--- config.mk ---
export PLATFORM = sky130hd
export DESIGN_NAME = bus_phase_arbiter
export DESIGN_NICKNAME = d
export VERILOG_FILES = /design/src/rtl/bus_phase_arbiter.sv
export SDC_FILE = /design/constraint.sdc
export NUM_CORES = 1
export LEC_CHECK = 0
export ABC_AREA = 1
export ABC_CLOCK_PERIOD_IN_PS = 1700
export BUFFER_PORTS_ARGS = -buffer_cell sky130_fd_sc_hd__buf_4
export CORE_ASPECT_RATIO = 0.9
export CORE_MARGIN = 2
export CORE_UTILIZATION = 53
export CTS_CLUSTER_SIZE = 40
export DETAILED_ROUTE_END_ITERATION = 10
export GPL_ROUTABILITY_DRIVEN = 0
export GPL_TIMING_DRIVEN = 0
export PLACE_DENSITY = 0.77
export SLEW_MARGIN = 40
export SYNTH_ARGS = -nofsm -noshare
export SYNTH_HDL_FRONTEND = slang
export SYNTH_SLANG_ARGS = --single-unit
--- constraint.sdc ---
create_clock -name clk -period 1.7 [get_ports clk]
set_input_delay 0.34 -clock clk [delete_from_list [all_inputs] [get_ports clk]]
set_output_delay 0.34 -clock clk [all_outputs]
set_load 0.05 [all_outputs]
--- src/rtl/bus_phase_arbiter.sv ---
module bus_phase_arbiter #(
  parameter int LEAD  = 3,
  parameter int GAP_W = 4,
  parameter int LEN_W = 4
) (
  input  logic             clk,
  input  logic             rst_n,
  input  logic             sched_valid,
  input  logic [GAP_W-1:0] sched_gap,
  input  logic [LEN_W-1:0] sched_len,
  output logic             phi0,
  output logic             ba,
  output logic             aec,
  output logic             drv_oe
);
  localparam logic [GAP_W-1:0] LeadMin = GAP_W'(LEAD);

  logic [2:0]       pix;
  logic             busy;
  logic [GAP_W-1:0] lead;
  logic [LEN_W-1:0] run;

  wire cyc_end = (pix == 3'd7);
  wire take    = cyc_end && !busy && sched_valid && (sched_len != '0);
  wire steal   = busy && (lead == '0);
  wire [GAP_W-1:0] gap_eff = (sched_gap < LeadMin) ? LeadMin : sched_gap;

  always_ff @(posedge clk or negedge rst_n) begin
    if (!rst_n) begin
      pix  <= '0;
      busy <= 1'b0;
      lead <= '0;
      run  <= '0;
    end else begin
      pix <= pix + 3'd1;
      if (take) begin
        busy <= 1'b1;
        lead <= gap_eff;
        run  <= sched_len;
      end else if (cyc_end && busy) begin
        if (lead != '0)
          lead <= lead - 1'b1;
        else if (run == LEN_W'(1))
          busy <= 1'b0;
        else
          run <= run - 1'b1;
      end
    end
  end

  assign phi0   = pix[2];
  assign ba     = !busy;
  assign aec    = phi0 && !steal;
  assign drv_oe = !aec;
endmodule

# After elaboration in Yosys (flattened, before gate mapping)
# Index checks and enable logic that the tools add are counted.
dict set report op_classes {
  mux 12
  n_reduce_logical 18
  n_lt_le_gt_ge 1
  eq_ne 4
  n_addsub 3
}
# operator count
set op_table {}
lappend op_table {{$mux W4} 8}
lappend op_table {{$reduce_bool A4 Y1} 2}
lappend op_table {{$sub A4 B1 Y4 const B} 2}
lappend op_table {{$logic_and A1 B1 Y1} 6}
lappend op_table {{$reduce_and A3 Y1} 2}
lappend op_table {{$reduce_bool A2 Y1} 3}
lappend op_table {{$eq A4 B1 Y1 const B} 1}
lappend op_table {{$logic_not A4 Y1} 1}
lappend op_table {{$lt A4 B2 Y1 const B} 1}
lappend op_table {{$mux W1} 4}
lappend op_table {{$ne A2 B2 Y1 const B} 2}
lappend op_table {{$add A3 B1 Y3 const B} 1}
lappend op_table {{$eq A3 B3 Y1 const B} 1}
lappend op_table {{$logic_not A1 Y1} 3}
lappend op_table {{$reduce_and A2 Y1} 1}
dict set report totals {
  word_cells 42
  out_inout_bits 4
  in_bits 11
  register_bits 12
}

# Logic depth before layout (Yosys ltp)
dict set report depth {
  word_depth 6
  ltp_mapped 10
  depth_no_buf 9
}

# Worst setup path after synthesis
# No wires, ideal clock.
dict set report synth_timing {
  kind {register to output}
  startpoint {register lead[0]}
  endpoint {output aec}
  t_arrival_ps 2462
  path_buffers 0
  path_slack_ps -1102
  path_stages_with_launch 6
  t_required_ps 1360
  cell_sequence {dfrtp_1 > inv_1 > ha_1 > nand3_1 > o21ai_0 > inv_1}
}
dict set report synth_between {
  elab_chain_len 4
}
# element line
set synth_rtl {}
lappend synth_rtl {{from (decl)} 20} ;# logic [GAP_W-1:0] lead;
lappend synth_rtl {{from (signal assigned)} 38} ;# lead <= gap_eff;
lappend synth_rtl {{from (signal assigned)} 42} ;# lead <= lead - 1'b1;
lappend synth_rtl {{$logic_not A4 Y1} 25} ;# wire steal = busy && (lead == '0);
lappend synth_rtl {{$logic_and A1 B1 Y1} 25}
lappend synth_rtl {{$logic_not A1 Y1} 53} ;# assign aec = phi0 && !steal;
lappend synth_rtl {{$logic_and A1 B1 Y1} 53}
lappend synth_rtl {{to (decl)} 13} ;# output logic aec,
# No other way between the ends.

# Final worst setup path
dict set report layout_timing {
  startpoint {register lead[1]}
  endpoint {output aec}
}
# The elaborated chain is that of the path after synthesis.

==> summary.txt <==
Run status
  – Result of the run: finished, final reports clean

Worst hold path
  – Classification of the worst-slack hold path: primary input to flop

Drt
  – Post-route ant nets: 0
  – DR vias: 764
  – Ratio of routed vias to standard cells: 5.343
  – Initial DRC Count: 19
  – Remaining routing DRC violations: 0
  – 1st-pass router iterations: 4
  – Routed length per placed instance: 13.08 um
  – Post-detailed-routing wire length: 1871 um

Setup path
  – CP Buf/Inv Count: 3
  – Family with the most delay on the worst path: flip-flops
  – Sort of element at the start of the critical path: flop
  – Cell count along the critical path: 6
  – Critical-path top delay cell: dfrtp_1
  – Capture point of the worst reg-to-reg path: lead[3]$_DFFE_PN0P_
  – CP peak stage delay: 0.39 ns
  – Data arrival at the endpoint of the critical path: 1.34 ns
  – Category of the critical setup timing path: flop to output pin
  – Critical path launch point: lead[1]$_DFFE_PN0P_
  – Start of the worst register-to-register path: pix[0]$_DFF_PN0_
  – Worst-path fanout max: 3
  – Reg-to-reg slack, setup: 0.11 ns
  – Cell-by-cell listing of the critical path: inv_2 > ha_4 > nand3_4 > o21ai_4 > inv_2 > buf_6
  – Critical Path RT: 1.36 ns
  – Library cell appearing most often on the critical path: inv_2
  – Worst R2R Path Depth: 9
  – Endpoint of the most critical setup path: aec
  – Setup crit end kind: output pin

Synthesis
  – Mean area per synthesized cell: 7.689 um2
  – Yosys warnings: 0
  – Leading post-synthesis cells by cell area: dfrtp_1, nand2_1, nand3_1, ha_1, inv_1
  – Post-Syn Area: 792.0 um2
  – Most used flip-flop cell after synthesis: dfrtp_1
  – Register bit total from synthesis: 12
  – Share of Yosys cell area claimed by the top area cell type: 0.3791
  – Async set-reset flop share out of synthesis: 1.000
  – Netlist cell types: 17
  – Synth area leader: dfrtp_1
  – Post-Syn Instances: 103
  – Post-Syn Nets: 119
  – Post-synth EDFFs: 0
  – Share of synthesized area occupied by flip-flops and latches: 0.3791

Timing
  – Final Critical Period: 1.678 ns
  – Slew at the pin closest to its max-slew limit: 0.2124 ns
  – Final setup skew: 0.001659 ns
  – Post-route worst hold slack: 0.3160 ns
  – Period utilization: 0.9868
  – RSZ-0062 raised after global routing: yes
  – Setup violation total in the final timing report: 0
  – Final critical-path setup slack: 0.02242 ns
  – Final hold viol count: 0
  – Worst relative slew slack: 0.8580
  – FMAX: 596.1 MHz
  – Max-slew violations: 0

GRT
  – Number of global-route vias before repair: 711
  – Global route total overflow: 0
  – GRT Overall Usage: 0.2410
  – First-pass GRT wire length: 3036 um
  – Pin count of the biggest net entering global routing: 13
  – Number of antenna violations at the first check in global routing: 0

Power and ir drop
  – Combinational Power Share: 0.060
  – Total power divided by cell area: 524.8 mW/mm2
  – Peak VDD IR: 455.4 uV
  – Fraction of power spent switching nets: 0.2150
  – Cell Int Power: 433.0 uW
  – Relative contribution of sequential cells to total power: 0.517
  – Overall power: 551.6 uW
  – Leakage power: 0.0005998 uW
  – Clk pwr share: 0.423
  – NetSw: 118.6 uW

CTS
  – Clock insertion delay at the later pin of the skew report: 0.28 ns
  – Maximum number of buffers from clock root to sink: 2
  – TritonCTS clock tree: yes
  – TritonCTS buffer count: 3
  – Root buf cell: clkbuf_4
  – Total number of clock tree sinks: 12
  – H-tree Lvls: 1
  – Clk pin slew, worst setup/hold paths: 0.08 ns

Floorplan
  – Vertical die dimension: 40.67 um
  – Floorplan die width: 44.75 um
  – Num ports: 15
  – Core ar.: 0.001415 mm2
  – # rows: 13
  – Effective utilization at floorplan: 0.5597
  – Overall die area: 0.001820 mm2

Cells and area
  – Synthesis-to-layout area growth: 32.70%
  – Multi-input logic area: 456.7 um2
  – Filler cells: 115
  – Final core utilization: 0.7427
  – Count of antenna diodes in the layout: 0
  – Register area: 300.3 um2
  – Nets: 145
  – Share of layout cells above drive strength 1: 0.3281

Place
  – Buffers added on ports: 14
  – Worst-case setup slack after placement: 0.1228 ns
  – Placed wire-length estimate: 1273 um

Flow run
  – Number of maximum-capacitance violations: 0
==> logic make-up after synthesis <==
| family | count (synthesis) | synth area share |
|---|---|---|
| AND/OR/NAND/NOR | 60 | 0.3681 |
| buffers and inverters | 17 | 0.09004 |
| flip-flops | 12 | 0.3791 |
| AO/OA/AOI/OAI | 6 | 0.05055 |
| adder cells (fa/ha/maj) | 5 | 0.07899 |
| XOR/XNOR | 3 | 0.03318 |
==> worst min path at each step <==
stage | start | to | slack (ns) | cells after the start
after floorplan | rst_n | busy$_DFFE_PN0P_ | 0.04 | 0
after global placement | rst_n | lead[0]$_DFFE_PN0P_ | 0.19 | 1
after detailed placement | rst_n | lead[0]$_DFFE_PN0P_ | 0.19 | 1
after CTS | sched_gap[3] | lead[3]$_DFFE_PN0P_ | 0.28 | 3
after global routing | sched_gap[3] | lead[3]$_DFFE_PN0P_ | 0.33 | 3
final | sched_gap[3] | lead[3]$_DFFE_PN0P_ | 0.32 | 3
==> final cells by class <==
class,count,share of cell area
plain buffers,1,0.01071
flip-flops and latches,12,0.2857
multi-input cells,74,0.4345
well taps,15,0.01786
inverters,16,0.05714
clock buffers,4,0.03452
repair buffers,21,0.1595
==> flip-flops by register name, indices dropped and copies added (netlist names) <==
signal  cells
lead        4
run         4
pix         3
busy        1
==> cells in the final DEF (no fill, tap or decap), types with 2 or more instances in the layout <==
cell and instances:
nand2_1 31, buf_4 18, nand3_1 14, inv_1 12
dfrtp_1 12, nor2_1 6, inv_2 4, nand2_2 4
ha_1 4, buf_6 3, xor2_1 3, clkbuf_4 3
nand2_4 2, o21ai_2 2
==> per-stage QoR <==
step	std cells	instance area (um2)	TNS, ns
6_report	143	1051	0
5_1_grt	143	1051	-0.04257
4_1_cts	139	1017	0
3_5_place_dp	132	927.1	0
3_3_place_gp	132	927.1	0
2_1_floorplan	103	803.3	-0.07977
==> Yosys cell counts (2+ instances only) <==
library cell	number
o21ai_2	2
nand2_1	31
nand3_1	15
nand2_4	2
ha_1	5
inv_1	15
o21ai_0	2
dfrtp_1	12
nor2_1	6
xor2_1	3
nand2_2	4
==> power groups by stage <==
stage	combinational, uW	sequential, uW	clock (uW)
finish	33.2	285	233
global route	37.5	285	251
CTS	32.5	285	236
detailed placement	30.6	291	0
global placement	30.2	291	0
floorplan	4.41	291	0
==> per-layer routing <==
layer,vias to the layer above,global-route usage,share of wire
li1,371,-,-
met1,362,0.2880,0.43
met2,25,0.4275,0.50
met3,6,0.07048,0.051
met4,0,0.06818,0.026
met5,-,0,0
==> worst min-delay path, delay by kind of cell <==
| kind | cells | cell delay [ns] |
|---|---|---|
| and+or+nand+nor | 1 | 0.05 |
| buffers and inverters | 1 | 0.09 |
| AOI/OAI and AO/OA | 1 | 0.08 |
==> what timing repair did <==
action                                 4_1_cts  5_1_grt
setup endpoints to repair                    2        2
endpoints found under the hold margin       12        0
pin swaps                                    0        1
hold buffers                                 1        0
setup buffers                                2        4
gates resized for setup                      7        2
Note: power is estimated with default switching activity, not from simulation.
